## config.mk

```make
export PLATFORM = sky130hd
export DESIGN_NAME = pcs_cmdstat
export DESIGN_NICKNAME = d
export VERILOG_FILES = /design/src/rtl/pcs_pkg.sv /design/src/rtl/pcs_sticky_bit.sv /design/src/rtl/pcs_cmd_reg.sv /design/src/rtl/pcs_sts_reg.sv /design/src/rtl/pcs_cmdstat.sv
export SDC_FILE = /design/constraint.sdc
export NUM_CORES = 1
export LEC_CHECK = 0
export ABC_AREA = 0
export ABC_CLOCK_PERIOD_IN_PS = 1400
export BUFFER_PORTS_ARGS = -buffer_cell sky130_fd_sc_hd__clkbuf_2
export CORE_AREA = 2 2 46 48
export DETAILED_ROUTE_END_ITERATION = 10
export DIE_AREA = 0 0 48 50
export HOLD_SLACK_MARGIN = 0.08
export PLACE_DENSITY = 0.8
export SLEW_MARGIN = 20
export SYNTH_ARGS = -nofsm -noshare
export SYNTH_HDL_FRONTEND = slang
export SYNTH_SLANG_ARGS = --single-unit
```

## constraint.sdc

```tcl
create_clock -name clk -period 1.4 [get_ports clk]
set_input_delay 0.07 -clock clk [delete_from_list [all_inputs] [get_ports clk]]
set_output_delay 0.07 -clock clk [all_outputs]
set_load 0.01 [all_outputs]
```

## src/rtl/pcs_pkg.sv

```systemverilog
package pcs_pkg;
   localparam int CFG_W   = 32;
   localparam int HALF_W  = CFG_W / 2;
   localparam int NBYTE   = CFG_W / 8;
   // command bit positions
   localparam int C_IO    = 0;
   localparam int C_MEM   = 1;
   localparam int C_PERR  = 6;
   localparam int C_SERR  = 8;
   // status bit positions
   localparam int S_CAP   = 4;
   localparam int S_FBB   = 7;
   localparam int S_DEVLO = 9;
   localparam int S_TABT  = 11;
   localparam int S_SSE   = 14;
   localparam int S_DPE   = 15;

   typedef struct packed {
      logic tgt_abort;
      logic serr;
      logic perr;
   } pcs_evt_t;
endpackage

```

## src/rtl/pcs_sticky_bit.sv

```systemverilog
module pcs_sticky_bit #(
   parameter bit SET_WINS = 1'b1
) (
   input  logic clk,
   input  logic rst_n,
   input  logic set_i,
   input  logic clr_i,
   output logic q_o
);
   generate
      if (SET_WINS) begin : g_set_first
         always_ff @(posedge clk or negedge rst_n)
            if (!rst_n)      q_o <= 1'b0;
            else if (set_i)  q_o <= 1'b1;
            else if (clr_i)  q_o <= 1'b0;
      end else begin : g_clr_first
         always_ff @(posedge clk or negedge rst_n)
            if (!rst_n)      q_o <= 1'b0;
            else if (clr_i)  q_o <= 1'b0;
            else if (set_i)  q_o <= 1'b1;
      end
   endgenerate

   // a set in the same cycle as a clear is not lost
   p_set_wins_r9: assert property (@(posedge clk) disable iff (!rst_n)
      (SET_WINS && set_i) |=> q_o);
   // a clear without a set empties the flag
   p_clr_only_r7: assert property (@(posedge clk) disable iff (!rst_n)
      (clr_i && !set_i) |=> !q_o);
endmodule

```

## src/rtl/pcs_cmd_reg.sv

```systemverilog
module pcs_cmd_reg
   import pcs_pkg::*;
(
   input  logic              clk,
   input  logic              rst_n,
   input  logic              wr_i,
   input  logic [1:0]        be_i,
   input  logic [HALF_W-1:0] wd_i,
   output logic [HALF_W-1:0] cmd_o
);
   logic io_q, mem_q, perr_q, serr_q;

   always_ff @(posedge clk or negedge rst_n) begin
      if (!rst_n) begin
         io_q   <= 1'b0;
         mem_q  <= 1'b0;
         perr_q <= 1'b0;
         serr_q <= 1'b0;
      end else if (wr_i) begin
         if (be_i[0]) begin
            io_q   <= wd_i[C_IO];
            mem_q  <= wd_i[C_MEM];
            perr_q <= wd_i[C_PERR];
         end
         if (be_i[1]) serr_q <= wd_i[C_SERR];
      end
   end

   always_comb begin
      cmd_o         = '0;
      cmd_o[C_IO]   = io_q;
      cmd_o[C_MEM]  = mem_q;
      cmd_o[C_PERR] = perr_q;
      cmd_o[C_SERR] = serr_q;
   end

   // unsupported, hardwired and reserved command bits stay zero
   p_cmd_fixed_r3: assert property (@(posedge clk) disable iff (!rst_n)
      (cmd_o[15:9] == '0) && !cmd_o[7] && (cmd_o[5:2] == '0));
   // a byte-0 write lands in the enables
   p_cmd_write_r2: assert property (@(posedge clk) disable iff (!rst_n)
      (wr_i && be_i[0]) |=> (cmd_o[C_MEM] == $past(wd_i[C_MEM])));
   // without a byte-1 enable, the driver enable bit holds
   p_cmd_be_r4: assert property (@(posedge clk) disable iff (!rst_n)
      !(wr_i && be_i[1]) |=> $stable(cmd_o[C_SERR]));
endmodule

```

## src/rtl/pcs_sts_reg.sv

```systemverilog
module pcs_sts_reg
   import pcs_pkg::*;
#(
   parameter bit       CAP_RST       = 1'b0,
   parameter bit [1:0] DEVSEL_TIMING = 2'b01,
   parameter bit       SET_WINS      = 1'b1
) (
   input  logic              clk,
   input  logic              rst_n,
   input  logic              wr_i,
   input  logic [1:0]        be_i,
   input  logic [HALF_W-1:0] wd_i,
   input  logic              ee_ld_i,
   input  logic              ee_cap_i,
   input  pcs_evt_t          evt_i,
   output logic [HALF_W-1:0] sts_o
);
   localparam int NSTK = 3;
   localparam int STK_POS [NSTK] = '{S_TABT, S_SSE, S_DPE};

   logic            cap_q;
   logic [NSTK-1:0] stk_set, stk_q;
   logic            hi_wr;

   initial begin : elab_chk
      assert (DEVSEL_TIMING != 2'b11) else $error("DEVSEL_TIMING 11 is reserved");
   end

   always_ff @(posedge clk or negedge rst_n)
      if (!rst_n)       cap_q <= CAP_RST;
      else if (ee_ld_i) cap_q <= ee_cap_i;

   assign hi_wr   = wr_i & be_i[1];
   assign stk_set = {evt_i.perr, evt_i.serr, evt_i.tgt_abort};

   for (genvar i = 0; i < NSTK; i++) begin : g_stk
      pcs_sticky_bit #(.SET_WINS(SET_WINS)) u_bit (
         .clk   (clk),
         .rst_n (rst_n),
         .set_i (stk_set[i]),
         .clr_i (hi_wr & wd_i[STK_POS[i]]),
         .q_o   (stk_q[i])
      );
   end

   always_comb begin
      sts_o                       = '0;
      sts_o[S_CAP]                = cap_q;
      sts_o[S_FBB]                = 1'b1;
      sts_o[S_DEVLO+1:S_DEVLO]    = DEVSEL_TIMING;
      for (int i = 0; i < NSTK; i++) sts_o[STK_POS[i]] = stk_q[i];
   end

   // capabilities flag moves only under the loader strobe
   p_cap_only_ee_r5: assert property (@(posedge clk) disable iff (!rst_n)
      !ee_ld_i |=> $stable(sts_o[S_CAP]));
   // any parity event leaves the detect flag set
   p_dpe_set_r8: assert property (@(posedge clk) disable iff (!rst_n)
      evt_i.perr |=> sts_o[S_DPE]);
   // hardwired and reserved status bits keep their values
   p_sts_fixed_r6: assert property (@(posedge clk) disable iff (!rst_n)
      sts_o[S_FBB] && (sts_o[10:9] == DEVSEL_TIMING) && (sts_o[13:12] == '0)
      && !sts_o[8] && (sts_o[6:5] == '0) && (sts_o[3:0] == '0));
endmodule

```

## src/rtl/pcs_cmdstat.sv

```systemverilog
module pcs_cmdstat
   import pcs_pkg::*;
#(
   parameter bit       CAP_RST       = 1'b0,
   parameter bit [1:0] DEVSEL_TIMING = 2'b01,
   parameter bit       SET_WINS      = 1'b1
) (
   input  logic        clk,
   input  logic        rst_n,
   input  logic        cfg_wr,
   input  logic [3:0]  cfg_be,
   input  logic [31:0] cfg_wdata,
   output logic [31:0] cfg_rdata,
   input  logic        ee_ld,
   input  logic        ee_cap,
   input  logic        ev_tgt_abort,
   input  logic        ev_serr,
   input  logic        ev_perr_addr,
   input  logic        ev_perr_wdata,
   output logic        io_en,
   output logic        mem_en,
   output logic        perr_resp_en,
   output logic        serr_drv_en
);
   logic [HALF_W-1:0] cmd, sts;
   pcs_evt_t          evt;

   assign evt.tgt_abort = ev_tgt_abort;
   assign evt.serr      = ev_serr;
   assign evt.perr      = ev_perr_addr | ev_perr_wdata;

   pcs_cmd_reg u_cmd (
      .clk   (clk),
      .rst_n (rst_n),
      .wr_i  (cfg_wr),
      .be_i  (cfg_be[1:0]),
      .wd_i  (cfg_wdata[HALF_W-1:0]),
      .cmd_o (cmd)
   );

   pcs_sts_reg #(
      .CAP_RST       (CAP_RST),
      .DEVSEL_TIMING (DEVSEL_TIMING),
      .SET_WINS      (SET_WINS)
   ) u_sts (
      .clk      (clk),
      .rst_n    (rst_n),
      .wr_i     (cfg_wr),
      .be_i     (cfg_be[NBYTE-1:2]),
      .wd_i     (cfg_wdata[CFG_W-1:HALF_W]),
      .ee_ld_i  (ee_ld),
      .ee_cap_i (ee_cap),
      .evt_i    (evt),
      .sts_o    (sts)
   );

   assign cfg_rdata    = {sts, cmd};
   assign io_en        = cmd[C_IO];
   assign mem_en       = cmd[C_MEM];
   assign perr_resp_en = cmd[C_PERR];
   assign serr_drv_en  = cmd[C_SERR] & cmd[C_PERR];

   // driver enable requires parity response
   p_serr_gate_r10: assert property (@(posedge clk) disable iff (!rst_n)
      serr_drv_en |-> perr_resp_en);
   // a signaled-abort pulse is always recorded
   p_tabt_set_r7: assert property (@(posedge clk) disable iff (!rst_n)
      ev_tgt_abort |=> cfg_rdata[16+S_TABT]);
endmodule

```

==> summary.md, run 1 <==
| Metric | Value |
|---|---|
| CTS H-tree depth | `1` |
| Count leader, synth | `buf_4` |
| Max Freq | `723.9 MHz` |
| Worst r2r path cells | `2` |
| Outcome | `finished, final reports clean` |
| Pwr dens | `857.2 nW/µm²` |
| Worst EP required | `1.52 ns` |
| Fillers | `202` |
| Routed Antenna Nets | `0` |
| Post-synth EDFFs | `0` |
| Vias in the first global route | `386` |
| Hold_ws | `0.1012 ns` |
| Final WL | `989 µm` |
| Max stage delay on crit path | `0.55 ns` |
| Post-route DRC | `0` |
| Area grow syn2layout | `28.41%` |
| Post-synth top area cell | `buf_4` |
| Largest net degree at the start of global routing | `9` |
| Wirelength per Cell | `about 8.5 µm` |
| Final min period | `1.381 ns` |
| Crit path capture type | `register` |
| Post-DP Area | `around 600 µm²` |
| Inst Count DP | `103` |
| Synth unique cells | `11` |
| Mapped cell area | `559.3 µm²` |
| Area of the multi-input gates | `201.4 µm²` |
| RSZ-0062 raised after global routing | `false` |
| Static leakage | `0.3864 nW` |
| DR vias | `between 400 and 500` |
| Final setup violation count | `0` |
| Clk sink count | `8` |
| Reg clk slew, reported paths | `0.05 ns` |
| Clk_lat worst skew | `0.24 ns` |
| Yosys top cell area share | `42.95%` |
| CP max-delay cell | `dlygate4sd3_1` |
| Hold Path Stages | `3` |
| Share of layout cells above drive strength 1 | `40.00%` |
| Crit-path leading delay family | `buffers and inverters` |
| Syn Area/Cell | `between 9 and 10 µm²` |
| Clk root buf | `clkbuf_4` |
| Clock skew | `0 ns` |
| Die H | `50 µm` |
| Final cycle utilization of the critical path | `between 90% and 100%` |
| Initial core utilization | `29.41%` |
| Type of the most critical hold path | `in2reg` |
| Initial DRC Count | `0` |
| Max-Cap Viols | `0` |
| Startpoint Class | `input pin` |
| Crit path buffers/inverters | `3` |
| Top post-synthesis cells by area | `buf_4 (43%), dfrtp_1 (36%), mux2_1 (6.0%)` |
| Die Wd | `48 µm` |
| Routability cong. | `0.5449` |
| Dominant synthesized flop cell | `dfrtp_1` |
| Final hold vios | `0` |
| Peak VDD IR | `around 0.00027 V` |
| Row count | `16` |
| Crit path depth | `4` |
| # diodes | `0` |
| Num CTS Buffers | `3` |
| Seq/Total Area, Yosys | `35.79%` |
| CP Cell Sequence | `dlygate4sd3_1 -> clkbuf_2 -> mux2_2 -> dlygate4sd3_1` |
| Post-Synthesis Cells | `56` |
| Vias per Instance | `3.453` |
| First-pass GRT wire length | `1531 µm` |
| Congestion Overflow GR | `0` |
| Post-CTS Setup Inserts | `0` |
| Critical Path Fanout Max | `1` |
| Top Ports | `just over 80` |
| Initial antenna violation count | `0` |
| Total Routing Usage GR | `9.397%` |
| Setup TNS | `0 ns` |
| FF+latch count, synth | `8` |
| CP most frequent cell | `dlygate4sd3_1` |
| Tot Pwr | `0.6157 mW` |
| Max Root-Sink Buffers | `2` |
| CORE AREA | `1902 µm²` |
| Arrival time worst endpoint | `1.50 ns` |
| Synth warn | `0` |
| Die area | `2400 µm²` |
| Initial DRT Pass Iterations | `1` |
| Final Cell Area | `roughly 720 µm²` |
| Worst setup path class | `in2reg` |
| IO buf count | `30` |
| Fin cells | `117` |
| Register Area | `approximately 200 µm²` |
| Max Slew Vio Count | `0` |
| Synth cell count leaders | `buf_4 (32), dfrtp_1 (8), mux2_1 (3), nand3_1 (3)` |
| Post-synth ARST share | `100.0%` |
| CTS tree | `done` |
| Fin nets | `137` |
worst paths after layout:
check | startpoint | to | slack (ns)
max in group asynchronous | rst_n | u_cmd.mem_q | 1.02
setup / recovery | ee_cap | u_sts.cap_q | 0.02
setup reg to reg | u_sts.cap_q | u_sts.cap_q | 0.11
hold / removal | cfg_wdata[27] | u_sts.g_stk[0].u_bit.q_o | 0.10
hold reg to reg | u_sts.g_stk[1].u_bit.q_o | u_sts.g_stk[1].u_bit.q_o | 0.49
min in group asynchronous | rst_n | u_cmd.serr_q | 0.21
power by group:
| group | total [mW] | switching [mW] | internal, mW |
|---|---|---|---|
| Combinational | 0.176 | 0.0910 | 0.0851 |
| Sequential | 0.272 | 0.0164 | 0.255 |
| Clock | 0.168 | 0.0703 | 0.0976 |
| Total | 0.616 | 0.178 | 0.438 |
cell families after synthesis:
logic type | share of synthesized area, %
AO/OA/AOI/OAI | 4.250
flip-flops | 35.79
other | 1.343
buffers and inverters | 42.95
multiplexers | 10.07
AND/OR/NAND/NOR | 5.593
metal layers:
layer	vias to the layer above	global-route usage [%]	share of wire, %
li1	192	-	-
met1	186	7.399	31
met2	26	17.78	61
met3	0	4.396	7.8
met4	0	4.054	0
met5	-	0	0
per-stage QoR:
stage,util [%],setup WS [ns]
floorplan,-,0.5778
global placement,30.79,0.5927
detailed placement,30.79,0.5849
CTS,37.76,0.03014
global route,37.76,0.001382
finish,37.76,0.01851
cells in the final DEF, fill, tap and decap left out, drive strengths merged:
cell type     n
clkbuf       33
a211o         1
nand2         2
dfrtp         8
conb         24
a21o          2
dlygate4sd3  11
and2          1
nand3         3
mux2          5
flip-flops by register name (all words and copies together), names as in the netlist:
| register | count |
|---|---|
| u_cmd.mem_q | 1 |
| u_cmd.perr_q | 1 |
| u_cmd.serr_q | 1 |
| u_cmd.io_q | 1 |
| u_sts.cap_q | 1 |
| u_sts.g_stk.u_bit.q_o | 3 |
final cells by class:
cell class	instances	share of cell area, %
Clock buffer	3	3.136
Multi-Input combinational cell	38	28.05
Sequential cell	8	27.87
Tap cell	27	4.704
Timing Repair Buffer	41	36.24
tightest hold or removal path, cell delays in order:
cell and delay [ns]:
clkbuf_2 0.08, nand3_1 0.05, a21o_1 0.11
repair_timing:
item                       in CTS  in global routing
hold endpoints to repair       16                  1
setup endpoints to repair       0                  1
hold buffers                   11                  1
gates resized for setup         0                  0
Power figures use the tool's default switching activity.
==> run 2: changes to the inputs <==
GPL_TIMING_DRIVEN = 0   (was default)
==> summary.md, run 2 (same netlist as run 1, synthesis figures left out) <==
| Metric | Value |
|---|---|
| IO buf count | `30` |
| Max-Cap Viols | `0` |
| R2R setup slack | `approximately 0.11 ns` |
| Clk root buf | `clkbuf_4` |
| Max Freq | `730.0 MHz` |
| Final WL | `1196 µm` |
| Outcome | `finished, final reports clean` |
| Fillers | `167` |
| RSZ-0062 raised after global routing | `false` |
| Max Slew Vio Count | `0` |
| Num CTS Buffers | `3` |
| Cell Int Power | `between 0.5 and 0.6 mW` |
| Clk_lat worst skew | `0.24 ns` |
| Top Ports | `81` |
| Worst EP required | `1.53 ns` |
| Routability cong. | `0.5696` |
| CTS tree | `done` |
| Hold Path Stages | `3` |
| Reg clk slew, reported paths | `0.05 ns` |
| Final cycle utilization of the critical path | `97.84%` |
| Total Routing Usage GR | `between 10% and 20%` |
| Commonest cells after routing, fill and taps aside | `buf_4 (32), clkbuf_2 (30), conb_1 (24), dlygate4sd3_1 (11), dfrtp_1 (8)` |
| CORE AREA | `approximately 1900 µm²` |
| Fin nets | `169` |
| Initial core utilization | `29.41%` |
| Setup TNS | `0 ns` |
| Max reg flops | `3` |
| Initial DRT Pass Iterations | `1` |
| First-pass GRT wire length | `1704 µm` |
| Post-route DRC | `0` |
| Register Area | `200.2 µm²` |
| Die Wd | `48 µm` |
| Fin cells | `149` |
| Hold_ws | `0.09668 ns` |
| Static leakage | `0.5491 nW` |
| DR vias | `~500` |
| Final Cell Area | `roughly 960 µm²` |
| Final setup violation count | `0` |
| Area grow syn2layout | `71.36%` |
| Hold Crit Endpoint | `u_sts.g_stk[0].u_bit.q_o` |
| CTS H-tree depth | `1` |
| Final hold vios | `0` |
| Row count | `16` |
| Area of the multi-input gates | `201.4 µm²` |
| Congestion Overflow GR | `0` |
| Commonest non-fill, non-tap cell in the layout | `buf_4` |
| Initial antenna violation count | `0` |
| # diodes | `0` |
| Arrival time worst endpoint | `1.50 ns` |
| Critical Path Fanout Max | `1` |
| Die area | `2400 µm²` |
| Initial DRC Count | `0` |
| Sequential group share of total power | `38.6%` |
| Inst Count DP | `135` |
| Startpoint Class | `input pin` |
| Most flops, register | `u_sts.g_stk.u_bit.q_o` |
| Min-delay src | `cfg_wdata[27]` |
| Vias per Instance | `3.336` |
| Max Root-Sink Buffers | `2` |
| Final design utilization | `50.39%` |
| Clk sink count | `8` |
| Combinational fraction of design power | `between 30% and 40%` |
| Share of layout cells above drive strength 1 | `55.74%` |
| Worst setup path class | `in2reg` |
| Pwr dens | `733.8 nW/µm²` |
| Final min period | `approximately 1.4 ns` |
| RR Startpoint | `u_sts.g_stk[2].u_bit.q_o` |
| Clock skew | `0 ns` |
| R2r endpoint | `u_sts.g_stk[2].u_bit.q_o` |
| Wirelength per Cell | `8.027 µm` |
| Die H | `50 µm` |
| Crit path capture type | `register` |
| Type of the most critical hold path | `in2reg` |
| Clock Power Share | `24.1%` |
| Switching Fraction | `27.84%` |
| Post-DP Area | `roughly 830 µm²` |
| Peak VDD IR | `approximately 0.00039 V` |
| Worst r2r path cells | `2` |
| Vias in the first global route | `461` |
| P_sw | `0.1958 mW` |
| Routed Antenna Nets | `0` |
| Largest net degree at the start of global routing | `9` |
==> run 2: cell types whose count changed in the layout (fill, tap and decap cells not counted) <==
cell / previous run / this run
buf_4: 0 / 32
==> run 2: area by class of cell <==
class                           count  area share, %
Timing Repair Buffer               41          27.15
Buffer                             32          25.07
Multi-Input combinational cell     38          21.02
Sequential cell                     8          20.89
Tap cell                           27          3.525
Clock buffer                        3          2.350
==> run 2: how the worst max path moves through the flow <==
stage                     slack, ns    startpoint  depth (start not counted)            to
final                          0.03        ee_cap                          4   u_sts.cap_q
after global routing          0.007        ee_cap                          4   u_sts.cap_q
after CTS                      0.03        ee_cap                          4   u_sts.cap_q
after detailed placement       0.58  u_cmd.perr_q                          1  u_cmd.perr_q
after global placement         0.59  u_cmd.perr_q                          1  u_cmd.perr_q
after floorplan                0.58  u_cmd.perr_q                          1  u_cmd.perr_q
==> run 2: repair_timing <==
item / CTS / global route
hold endpoints to repair: 16 / 0
gates resized for setup: 0 / 0
setup buffers: 0 / 0
hold buffers: 11 / 0
==> run 2: power by group through the flow <==
stage | sequential (mW) | clock [mW] | combinational (mW)
after floorplan | 0.279 | 0 | 0.153
after global placement | 0.274 | 0 | 0.231
after detailed placement | 0.276 | 0 | 0.237
after CTS | 0.272 | 0.186 | 0.262
after global routing | 0.275 | 0.203 | 0.288
final | 0.271 | 0.170 | 0.262
==> run 2: per-layer routing <==
metal / up-vias / track usage, % / part of all wire, % / routed length [µm]
li1: 257 / - / - / -
met5: - / 0 / 0 / 0
met3: 4 / 5.495 / 11 / 133
met4: 0 / 6.757 / 3.0 / 36
met1: 204 / 7.813 / 29 / 350
met2: 32 / 18.67 / 56 / 675
==> run 2: stage by stage <==
| stage | total power, mW | worst slack, ns |
|---|---|---|
| after detailed placement | 0.5130 | 0.5752 |
| after global routing | 0.7660 | 0.007373 |
| final | 0.7033 | 0.03022 |
| after CTS | 0.7195 | 0.03226 |
| after global placement | 0.5053 | 0.5904 |
| after floorplan | 0.4320 | 0.5778 |
==> run 2: critical path: stages <==
cell and delay (ns):
dlygate4sd3_1 0.54, clkbuf_2 0.10, mux2_2 0.24, dlygate4sd3_1 0.55
==> run 3: changes to the inputs <==
--- a/config.mk
+++ b/config.mk
@@ -10,2 +10,3 @@
 export BUFFER_PORTS_ARGS = -buffer_cell sky130_fd_sc_hd__clkbuf_2
+export CAP_MARGIN = 25
 export CORE_AREA = 2 2 46 48
==> constraint.sdc (replaced) <==
create_clock -name clk -period 1.4 [get_ports clk]
set_input_delay 0.14 -clock clk [delete_from_list [all_inputs] [get_ports clk]]
set_output_delay 0.14 -clock clk [all_outputs]
set_load 0.01 [all_outputs]
==> summary.md, run 3 (same netlist as run 1, synthesis figures left out) <==
| Metric | Value |
|---|---|
| Commonest cells after routing, fill and taps aside | `buf_4 (32), clkbuf_2 (30), conb_1 (24), dfrtp_1 (8)` |
| Final WL | `1107 µm` |
| Inst Count DP | `roughly 140` |
| Clock Power Share | `between 20% and 30%` |
| R2r endpoint | `u_cmd.perr_q` |
| R2R setup slack | `approximately 0.58 ns` |
| Clock skew | `0 ns` |
| Reg clk slew, reported paths | `0.05 ns` |
| Initial antenna violation count | `0` |
| Worst EP required | `roughly 1.3 ns` |
| Switching Fraction | `28.03%` |
| Clk sink count | `8` |
| Area grow syn2layout | `57.05%` |
| Max-Cap Viols | `0` |
| Peak VDD IR | `around 0.00038 V` |
| Top Ports | `approximately 80` |
| CTS tree | `done` |
| Fillers | `174` |
| RSZ-0062 raised after global routing | `false` |
| Clk root buf | `clkbuf_4` |
| Final cycle utilization of the critical path | `74.79%` |
| Total Routing Usage GR | `9.664%` |
| Static leakage | `0.5183 nW` |
| Congestion Overflow GR | `0` |
| Crit path capture type | `output port` |
| # diodes | `0` |
| Hold Crit Endpoint | `u_sts.g_stk[1].u_bit.q_o` |
| Die Wd | `between 40 and 50 µm` |
| Final hold vios | `0` |
| Pre-CTS worst setup slack | `0.5382 ns` |
| P_sw | `between 0.15 and 0.2 mW` |
| Final min period | `1.047 ns` |
| Final design utilization | `46.18%` |
| First-pass GRT wire length | `1566 µm` |
| IO buf count | `30` |
| Share of layout cells above drive strength 1 | `59.65%` |
| Crit-path leading delay family | `flip-flops` |
| Initial DRT Pass Iterations | `1` |
| Row count | `16` |
| Arrival time worst endpoint | `slightly above 0.9 ns` |
| Min-delay src | `ev_serr` |
| Pwr dens | `778.9 nW/µm²` |
| Outcome | `finished, final reports clean` |
| Vias per Instance | `3.291` |
| Max Slew Vio Count | `0` |
| Sequential group share of total power | `39.6%` |
| Clk_lat worst skew | `0.24 ns` |
| Final WS setup | `0.3530 ns` |
| Critical Path Fanout Max | `4` |
| Initial core utilization | `29.41%` |
| Routed Antenna Nets | `0` |
| Post-CTS Setup Inserts | `0` |
| Fin nets | `about 160` |
| Post-route DRC | `0` |
| Final setup violation count | `0` |
| Type of the most critical hold path | `in2reg` |
| Commonest non-fill, non-tap cell in the layout | `buf_4` |
| Combinational fraction of design power | `between 30% and 40%` |
| Hold Path Stages | `2` |
| CORE AREA | `1902 µm²` |
| CP max-delay cell | `dfrtp_1` |
| Cell Int Power | `0.4924 mW` |
| Vias in the first global route | `409` |
| Die H | `50 µm` |
| Max Root-Sink Buffers | `2` |
| Most flops, register | `u_sts.g_stk.u_bit.q_o` |
| Largest net degree at the start of global routing | `9` |
| Worst setup path class | `reg2out` |
| Wirelength per Cell | `a little under 8 µm` |
| Crit path buffers/inverters | `1` |
| Max reg flops | `3` |
| Setup TNS | `0 ns` |
| Routability cong. | `0.5696` |
| DR vias | `approximately 460` |
| Fin cells | `141` |
| Max Freq | `955.1 MHz` |
| Initial DRC Count | `0` |
| Die area | `about 2400 µm²` |
| CP Cell Sequence | `and2_1 -> clkbuf_2` |
| CTS H-tree depth | `1` |
| Startpoint Class | `register` |
| Max stage delay on crit path | `0.40 ns` |
| RR Startpoint | `u_cmd.perr_q` |
| Worst r2r path cells | `1` |
| Num CTS Buffers | `3` |
==> run 3: power groups by stage <==
stage                     combinational [mW]  sequential (mW)  clock (mW)
after floorplan                        0.153            0.279           0
after global placement                 0.231            0.274           0
after detailed placement               0.237            0.276           0
after CTS                              0.244            0.272       0.186
after global routing                   0.269            0.275       0.203
final                                  0.244            0.271       0.169
==> run 3: layout make-up <==
cell class              count  area (µm²)  share of cell area (%)
plain buffers              32       240.2                   27.35
multi-input cells          38       201.4                   22.93
flip-flops and latches      8       200.2                   22.79
repair buffers             33       180.2                   20.51
well taps                  27       33.78                   3.846
clock buffers               3       22.52                   2.564
==> run 3: layer usage <==
layer	global-route usage, %	wire length, µm	vias up
met2	18.44	650	28
met5	0	0	-
met4	3.604	0	0
li1	-	-	241
met1	7.143	332	195
met3	5.495	125	0
==> run 3: worst max-delay path by stage <==
stage	from	to	slack [ns]	cells past startpoint
after floorplan	u_cmd.perr_q	u_cmd.perr_q	0.58	1
after global placement	cfg_wr	u_cmd.mem_q	0.57	3
after detailed placement	cfg_wr	u_cmd.perr_q	0.54	3
after CTS	u_cmd.perr_q	serr_drv_en	0.33	2
after global routing	u_cmd.perr_q	serr_drv_en	0.30	2
final	u_cmd.perr_q	serr_drv_en	0.35	2
==> run 3: repair_timing <==
item                       CTS  global route
resized for setup            0             0
hold endpoints to repair    10             0
hold buffers                 3             0
setup endpoints to repair    0             0
==> run 3: through the flow <==
step	instance area [µm²]	power, mW	hold WS (ns)
floorplan	641.9	0.4320	-0.1556
global placement	825.8	0.5053	-0.0005990
detailed placement	825.8	0.5130	0.003180
CTS	878.3	0.7017	0.08540
global route	878.3	0.7467	0.09247
finish	878.3	0.6841	0.08808
